[src/rtl/tdm_pkg.sv]
package tdm_pkg;
  // bits needed to hold phases 0..ratio, where ratio itself is the idle code
  function automatic int phase_width(input int ratio);
    return $clog2(ratio + 1);
  endfunction
endpackage

[src/rtl/tdm_slot_ctr.sv]
module tdm_slot_ctr #(
  parameter int RATIO = 10,
  parameter int PW    = tdm_pkg::phase_width(RATIO)
) (
  input  logic          clk,
  input  logic          rst_n,
  input  logic          sync,
  output logic [PW-1:0] phase
);
  localparam logic [PW-1:0] IDLE = PW'(RATIO);

  always_ff @(posedge clk or negedge rst_n) begin
    if (!rst_n)             phase <= IDLE;
    else if (sync)          phase <= '0;
    else if (phase != IDLE) phase <= phase + PW'(1);
  end

  assert_sync_realign_R2: assert property (@(posedge clk) disable iff (!rst_n)
    sync |=> phase == '0);
  assert_phase_step_R2: assert property (@(posedge clk) disable iff (!rst_n)
    (!sync && phase != IDLE) |=> phase == $past(phase) + PW'(1));
  assert_idle_hold_R7: assert property (@(posedge clk) disable iff (!rst_n)
    (!sync && phase == IDLE) |=> phase == IDLE);
endmodule

[src/rtl/tdm_tx.sv]
module tdm_tx #(
  parameter int LANES = 2,
  parameter int SLOTS = 8,
  parameter int RATIO = 10
) (
  input  logic                   clk,
  input  logic                   rst_n,
  input  logic                   sync,
  input  logic [LANES*SLOTS-1:0] data_in,
  output logic [LANES-1:0]       lines
);
  localparam int W  = LANES * SLOTS;
  localparam int PW = tdm_pkg::phase_width(RATIO);

  logic [PW-1:0]    phase;
  logic [W-1:0]     shadow;
  logic [LANES-1:0] slice [SLOTS];
  logic [LANES-1:0] pick;

  tdm_slot_ctr #(.RATIO(RATIO), .PW(PW)) u_ctr (
    .clk(clk), .rst_n(rst_n), .sync(sync), .phase(phase)
  );

  always_ff @(posedge clk or negedge rst_n) begin
    if (!rst_n)    shadow <= '0;
    else if (sync) shadow <= data_in;
  end

  for (genvar s = 0; s < SLOTS; s++) begin : g_slice
    assign slice[s] = shadow[s*LANES +: LANES];
  end

  // N:1 select per line, decoded from the slot counter
  always_comb begin
    pick = '0;
    for (int s = 0; s < SLOTS; s++)
      if (phase == PW'(s)) pick = slice[s];
  end

  always_ff @(posedge clk or negedge rst_n) begin
    if (!rst_n) lines <= '0;
    else        lines <= pick;
  end

  assert_shadow_hold_R4: assert property (@(posedge clk) disable iff (!rst_n)
    !sync |=> $stable(shadow));
  assert_line_quiet_R7: assert property (@(posedge clk) disable iff (!rst_n)
    (phase >= PW'(SLOTS)) |=> lines == '0);
endmodule

[src/rtl/tdm_rx.sv]
module tdm_rx #(
  parameter int LANES = 2,
  parameter int SLOTS = 8,
  parameter int RATIO = 10
) (
  input  logic                   clk,
  input  logic                   rst_n,
  input  logic                   sync,
  input  logic [LANES-1:0]       lines,
  output logic [LANES*SLOTS-1:0] data_out,
  output logic                   valid
);
  localparam int W  = LANES * SLOTS;
  localparam int PW = tdm_pkg::phase_width(RATIO);

  logic [PW-1:0] phase;
  logic [W-1:0]  hold;

  if (SLOTS + 2 > RATIO) begin : g_bad_ratio
    $error("tdm_rx: SLOTS+2 must not exceed RATIO");
  end

  tdm_slot_ctr #(.RATIO(RATIO), .PW(PW)) u_ctr (
    .clk(clk), .rst_n(rst_n), .sync(sync), .phase(phase)
  );

  // slot s is on the lines during phase s+1
  always_ff @(posedge clk or negedge rst_n) begin
    if (!rst_n) hold <= '0;
    else
      for (int s = 0; s < SLOTS; s++)
        if (phase == PW'(s + 1)) hold[s*LANES +: LANES] <= lines;
  end

  always_ff @(posedge clk or negedge rst_n) begin
    if (!rst_n) begin
      data_out <= '0;
      valid    <= 1'b0;
    end else if (phase == PW'(SLOTS + 1)) begin
      data_out <= hold;
      valid    <= 1'b1;
    end else begin
      valid    <= 1'b0;
    end
  end

  assert_valid_pulse_R6: assert property (@(posedge clk) disable iff (!rst_n)
    valid |=> !valid);
  assert_out_on_valid_R6: assert property (@(posedge clk) disable iff (!rst_n)
    (data_out != $past(data_out)) |-> valid);
endmodule

[src/rtl/tdm_link.sv]
module tdm_link #(
  parameter int LANES = 2,
  parameter int SLOTS = 8,
  parameter int RATIO = 10
) (
  input  logic                   clk,
  input  logic                   rst_n,
  input  logic                   frame_sync,
  input  logic [LANES*SLOTS-1:0] fwd_data_in,
  input  logic [LANES*SLOTS-1:0] rev_data_in,
  output logic [LANES-1:0]       fwd_line,
  output logic [LANES-1:0]       rev_line,
  output logic [LANES*SLOTS-1:0] fwd_data_out,
  output logic                   fwd_valid,
  output logic [LANES*SLOTS-1:0] rev_data_out,
  output logic                   rev_valid
);
  tdm_tx #(.LANES(LANES), .SLOTS(SLOTS), .RATIO(RATIO)) u_fwd_tx (
    .clk(clk), .rst_n(rst_n), .sync(frame_sync),
    .data_in(fwd_data_in), .lines(fwd_line)
  );
  tdm_rx #(.LANES(LANES), .SLOTS(SLOTS), .RATIO(RATIO)) u_fwd_rx (
    .clk(clk), .rst_n(rst_n), .sync(frame_sync),
    .lines(fwd_line), .data_out(fwd_data_out), .valid(fwd_valid)
  );
  tdm_tx #(.LANES(LANES), .SLOTS(SLOTS), .RATIO(RATIO)) u_rev_tx (
    .clk(clk), .rst_n(rst_n), .sync(frame_sync),
    .data_in(rev_data_in), .lines(rev_line)
  );
  tdm_rx #(.LANES(LANES), .SLOTS(SLOTS), .RATIO(RATIO)) u_rev_rx (
    .clk(clk), .rst_n(rst_n), .sync(frame_sync),
    .lines(rev_line), .data_out(rev_data_out), .valid(rev_valid)
  );
endmodule

[config.mk]
export PLATFORM = sky130hd
export DESIGN_NAME = tdm_link
export DESIGN_NICKNAME = d
export VERILOG_FILES = /design/src/rtl/tdm_pkg.sv /design/src/rtl/tdm_slot_ctr.sv /design/src/rtl/tdm_tx.sv /design/src/rtl/tdm_rx.sv /design/src/rtl/tdm_link.sv
export SDC_FILE = /design/constraint.sdc
export NUM_CORES = 1
export LEC_CHECK = 0
export CAP_MARGIN = 20
export CORE_AREA = 2 2 92 112
export CTS_BUF_LIST = sky130_fd_sc_hd__clkbuf_16
export DETAILED_ROUTE_END_ITERATION = 7
export DIE_AREA = 0 0 94 114
export GPL_TIMING_DRIVEN = 0
export HOLD_SLACK_MARGIN = 0.06
export PLACE_DENSITY = 0.79
export RECOVER_POWER = 100
export REMOVE_ABC_BUFFERS = 1
export SLEW_MARGIN = 20
export SYNTH_ARGS = -nofsm -noshare
export SYNTH_HDL_FRONTEND = slang
export SYNTH_HIERARCHICAL = 1
export SYNTH_SLANG_ARGS = --single-unit
[constraint.sdc]
create_clock -name clk -period 2 [get_ports clk]
set_clock_uncertainty 0.2 [all_clocks]
set_input_delay 0.4 -clock clk [delete_from_list [all_inputs] [get_ports clk]]
set_output_delay 0.4 -clock clk [all_outputs]
set_load 0.02 [all_outputs]
==> results_dict.tcl, run 1 <==
set metrics [dict create \
    status "completed" \
    worst_path_max_delay_cell "clkdlybuf4s50_1" \
    max_freq_mhz 513.4 \
    core_area_um2 9759 \
    fin_tns_setup_ns 0 \
    synthCells 352 \
    nets 477 \
    gp_congestion 0.6901 \
    insertion_delay_ns 0.40 \
    crit_type "flop to output port" \
    grt_antenna_before_repair 0 \
    synth_cell_types 33 \
    power_mw 6.481 \
    cts-buffers-inserted 17 \
    ir_drop_mv 0.5679 \
    syn_to_final_growth_pct 20.29 \
    clkTransAtPathRegs_ns 0.05 \
    cp_slowest_stage_delay_ns 0.61 \
    first_iter_violations 82 \
    cp_cell_sequence "clkdlybuf4s50_1" \
    finalCriticalPeriod_ns 1.948 \
    p_per_area_nw_per_um2 1032 \
    ys_ff_latch 118 \
    routedWlPerCell_um 16.04 \
    crit_path_max_fanout 2 \
    synth_edf_count 0 \
    tightest_slew_ns 0.8267 \
    maxCapViolations 0 \
    htree_levels 4 \
    numPortBuffers 72 \
    worstHoldPathType "flop to flop" \
    final-hold-violation-count 0 \
    dieArea_um2 10720 \
    crit_family "buffers and inverters" \
    grt_max_degree 61 \
    grt_pass1_wl_um 15440 \
    hp-start "u_fwd_rx/data_out[9]" \
    drive_above_1_share_pct 27.07 \
    syn_area_per_cell_um2 14.84 \
    clkSinkCount 118 \
    finalSetupViolCount 0 \
    drc_errors 0 \
    min_path_cells 1 \
    via_per_inst 5.436 \
    track_usage_pct 18.79 \
    worst_ep_required_time_ns 1.40 \
    antenna_cells 0 \
    r2r_end "u_fwd_rx/hold[3]" \
    critPathBufInv 1 \
    drt_wl_total_um 9189 \
    slew_headroom_pct 44.89 \
    synthArstFlopShare_pct 100.0 \
    timing.final.crit_share_pct 97.39 \
    hpwl_um 5846 \
    worstReg2RegStart "u_fwd_rx/u_ctr/phase[1]" \
    power.leakage_nw 2.830 \
    root_buffer "clkbuf_16" \
    reg2reg_depth 2 \
    cts_tree "done" \
    fp.dieW_um 94 \
    setup_ws_ns 0.05217 \
    num_vias 3115 \
    gr-total-overflow 0 \
    syn-cell-area_um2 5223 \
    antenna_left 0 \
    fp-row-count 40 \
    ios 73 \
    synthFlopType "dfrtp_1" \
    die_h_um 114 \
    worstSetupEndpointType "output port" \
    cp-start-kind "flop" \
    clock_path_buffers 2 \
    firstDrtPassIters 4 \
    maxSlewViolCount 0 \
    initial_utilization_pct 53.51 \
    placed_area_um2 6030 \
    cp_data_arrival_time_ns 1.35 \
    rrSetupSlack_ns 0.08 \
    seq_area_frac_synth_pct 56.73 \
    dpl_worst_slack_ns -0.3075 \
    rsz0062_at_grt "false" \
    grt_pass1_vias 3259 \
    ys.warnings.count 6 \
    finalInstanceArea_um2 6282 \
    hold_path_end "u_fwd_rx/data_out[9]" \
]
cells in the mapped netlist (6+ instances only):
cell        n  area [µm²]
nor4b_1     8       70.07
mux2_2     80       900.9
nor2_1     16       60.06
and4bb_2    6       75.07
dfstp_2     8       210.2
a21oi_1    10       50.05
nand2b_1    8       50.05
mux2i_1     8       80.08
nand2_1     6       22.52
dfrtp_1   110        2753
inv_1      10       37.54
ha_1        8       100.1
mux2_4     18       270.3
layout by cell type, fill, tap and decap left out, types with 10 or more instances in the layout:
cell type        synthesis  routed
dfrtp_1                110     110
mux2_2                  80      77
clkdlybuf4s50_1          0      41
clkbuf_1                 0      23
mux2_1                   2      23
clkbuf_16                0      17
inv_1                   10      17
nor2_1                  16      16
a21oi_1                 10      10
layout make-up:
cell class                 instances  area (µm²)
inverter                          10       37.54
sequential                       118        2963
clock inverter                    15       86.33
multi-input combinational        212        1998
tap                              126       157.7
timing repair buffer              75       614.3
clock buffer                      17       425.4
fill                             781        3477
metal layers:
| metal | track usage [%] | part of all wire (%) |
|---|---|---|
| met3 | 6.143 | 4.5 |
| met5 | 0 | 0 |
| met4 | 8.889 | 1.2 |
| met1 | 22.40 | 43 |
| met2 | 30.76 | 52 |
metrics by stage:
stage               instances  utilization, %  hold WS, ns
floorplan                 340               -     -0.09559
global placement          538           61.33       0.2849
detailed placement        540           61.78       0.2051
CTS                       573           67.21       0.2596
global route              573           64.37       0.3023
finish                    573           64.37       0.2856
power breakdown:
group	switching, mW	internal [mW]	total (mW)
clock	0.953	1.64	2.59
sequential	0.313	2.79	3.10
combinational	0.316	0.469	0.785
total	1.58	4.90	6.48
logic make-up (layout without fill, tap and decap cells):
| family | count (synthesis) | after routing | synth area share, % |
|---|---|---|---|
| buffers and inverters | 22 | 117 | 2.923 |
| DFF | 118 | 118 | 56.73 |
| muxes | 110 | 110 | 25.25 |
| adders and majority gates | 8 | 8 | 1.917 |
| and+or+nand+nor | 66 | 66 | 9.248 |
| AOI/OAI and AO/OA | 20 | 20 | 2.587 |
| xor gates and xnor gates | 8 | 8 | 1.342 |
state kept, by name, indices dropped and copies added, names as in the netlist, 4 cells and up:
register / cells
u_fwd_rx/data_out: 16
u_fwd_rx/hold: 16
u_fwd_rx/u_ctr/phase: 4
u_fwd_tx/shadow: 16
u_fwd_tx/u_ctr/phase: 4
u_rev_rx/data_out: 16
u_rev_rx/hold: 16
u_rev_rx/u_ctr/phase: 4
u_rev_tx/shadow: 16
u_rev_tx/u_ctr/phase: 4
worst max path at each step:
stage,slack (ns),to,cells past startpoint,start
floorplan,-0.02,u_fwd_rx/data_out[0],2,u_fwd_rx/u_ctr/phase[3]
global placement,-3.97,u_rev_rx/valid,1,rst_n
detailed placement,-0.31,u_fwd_rx/data_out[14],2,u_fwd_rx/u_ctr/phase[3]
CTS,0.002,fwd_data_out[14],1,u_fwd_rx/data_out[14]
global route,0.001,rev_data_out[0],1,u_rev_rx/data_out[0]
finish,0.05,rev_data_out[1],1,u_rev_rx/data_out[1]
what timing repair did:
item / 4_1_cts / 5_1_grt
pin swaps: 0 / 0
hold buffers: 1 / 0
endpoints found under the setup margin: 36 / 22
setup buffers: 0 / 0
gates cloned: 0 / 0
endpoints found under the hold margin: 58 / 0
resized for setup: 12 / 22
Note: power is estimated with default switching activity, not from simulation.
==> inputs of run 2 (changes only) <==
--- a/config.mk
+++ b/config.mk
@@ -12,6 +12,7 @@
 export DIE_AREA = 0 0 94 114
 export GPL_TIMING_DRIVEN = 0
 export HOLD_SLACK_MARGIN = 0.06
+export MAX_ROUTING_LAYER = met4
 export PLACE_DENSITY = 0.79
 export RECOVER_POWER = 100
 export REMOVE_ABC_BUFFERS = 1
==> results_dict.tcl, run 2 (synthesized netlist as in run 1, its figures left out) <==
set metrics [dict create \
    status "completed" \
    cp_cell_sequence "clkdlybuf4s50_1" \
    insertion_delay_ns 0.40 \
    dieArea_um2 10720 \
    clkTransAtPathRegs_ns 0.05 \
    timing.final.crit_share_pct 97.51 \
    rsz0062_at_grt "false" \
    seq_area_um2 2963 \
    firstDrtPassIters 4 \
    min_path_cells 1 \
    htree_levels 4 \
    power_mw 6.488 \
    cts-buffers-inserted 17 \
    routedWlPerCell_um 16.05 \
    grt_pass1_wl_um 15460 \
    fin_tns_setup_ns 0 \
    stdcell_count 573 \
    grt_max_degree 61 \
    clock_path_buffers 2 \
    drive_above_1_share_pct 27.07 \
    critPathBufInv 1 \
    cts_tree "done" \
    clkSinkCount 118 \
    cp-start-kind "flop" \
    setup_ws_ns 0.04986 \
    via_per_inst 5.445 \
    postCtsSetupRepairBufs 0 \
    worstSetupEndpointType "output port" \
    nets 477 \
    max_freq_mhz 512.8 \
    core_area_um2 9759 \
    maxCapViolations 0 \
    fp.dieW_um 94 \
    path_depth 1 \
    numPortBuffers 72 \
    crit_path_max_fanout 2 \
    num_vias 3120 \
    finalInstanceArea_um2 6289 \
    ios 73 \
    power.leakage_nw 2.833 \
    ir_drop_mv 0.5670 \
    layout_common_cells "110 x dfrtp_1, 77 x mux2_2, 42 x clkdlybuf4s50_1, 23 x mux2_1, 22 x clkbuf_1" \
    tightest_slew_ns 0.8330 \
    reg2reg_depth 2 \
    die_h_um 114 \
    initial_utilization_pct 53.51 \
    syn_to_final_growth_pct 20.41 \
    worstHoldPathType "flop to flop" \
    final_util_pct 64.44 \
    final-hold-violation-count 0 \
    worst_path_max_delay_cell "clkdlybuf4s50_1" \
    dpl_worst_slack_ns -0.3075 \
    antenna_left 0 \
    maxSlewViolCount 0 \
    placed_area_um2 6030 \
    cp_slowest_stage_delay_ns 0.61 \
    dp.cells 540 \
    p_per_area_nw_per_um2 1032 \
    fp-row-count 40 \
    antenna_cells 0 \
    first_iter_violations 87 \
    root_buffer "clkbuf_16" \
    finalSetupViolCount 0 \
    drt_wl_total_um 9197 \
    layout_commonest_cell "dfrtp_1" \
    grt_pass1_vias 3255 \
    cp_data_arrival_time_ns 1.35 \
    gr-total-overflow 0 \
    gp_congestion 0.6974 \
    nFillCells 779 \
    grt_antenna_before_repair 0 \
    hold_ws_ns 0.2859 \
    track_usage_pct 19.37 \
    slew_headroom_pct 44.47 \
    finalCriticalPeriod_ns 1.950 \
    hpwl_um 5846 \
    worst_ep_required_time_ns 1.40 \
    drc_errors 0 \
    crit_type "flop to output port" \
    crit_family "buffers and inverters" \
    multi_input_area_um2 1998 \
]
[run 2: power breakdown]
part           switching [mW]  internal [mW]  total (mW)  leakage (nW)
clock network           0.957           1.64        2.60         0.279
logic                   0.316          0.470       0.786          1.07
registers               0.314           2.79        3.10          1.49
total                    1.59           4.90        6.49          2.83
[run 2: area by class of cell]
| type | instances | share of cell area, % |
|---|---|---|
| sequential | 118 | 47.11 |
| multi-input combinational | 212 | 31.77 |
| timing repair buffer | 75 | 9.869 |
| clock buffer | 17 | 6.765 |
| tap | 126 | 2.507 |
| clock inverter | 15 | 1.373 |
| inverter | 10 | 0.5969 |
[run 2: timing repair]
action	4_1_cts	5_1_grt
endpoints found under the setup margin	36	21
hold buffers	1	0
resized for setup	12	21
hold endpoints to repair	58	0
[run 2: final timing paths]
path	from	end	slack [ns]
max reg2reg	u_fwd_rx/u_ctr/phase[1]	u_fwd_rx/hold[3]	0.08
min in group asynchronous	rst_n	u_fwd_tx/shadow[15]	0.48
min reg2reg	u_fwd_rx/data_out[9]	u_fwd_rx/data_out[9]	0.29
max in group asynchronous	rst_n	u_rev_rx/u_ctr/phase[3]	0.30
min	u_fwd_rx/data_out[9]	u_fwd_rx/data_out[9]	0.29
max	u_rev_rx/data_out[1]	rev_data_out[1]	0.05
[run 2: routing by layer]
layer / track usage, % / part of all wire (%)
met1: 22.84 / 43
met2: 30.57 / 52
met5: - / 0
met3: 5.482 / 3.9
met4: 9.469 / 1.1
==> inputs of run 3 (changes only) <==
--- a/config.mk
+++ b/config.mk
@@ -5,7 +5,7 @@
 export SDC_FILE = /design/constraint.sdc
 export NUM_CORES = 1
 export LEC_CHECK = 0
-export CAP_MARGIN = 20
+export CAP_MARGIN = 5
 export CORE_AREA = 2 2 92 112
 export CTS_BUF_LIST = sky130_fd_sc_hd__clkbuf_16
 export DETAILED_ROUTE_END_ITERATION = 7
==> results of run 3 <==
Same layout as run 2: the final DEF is identical, and so are final timing and power.
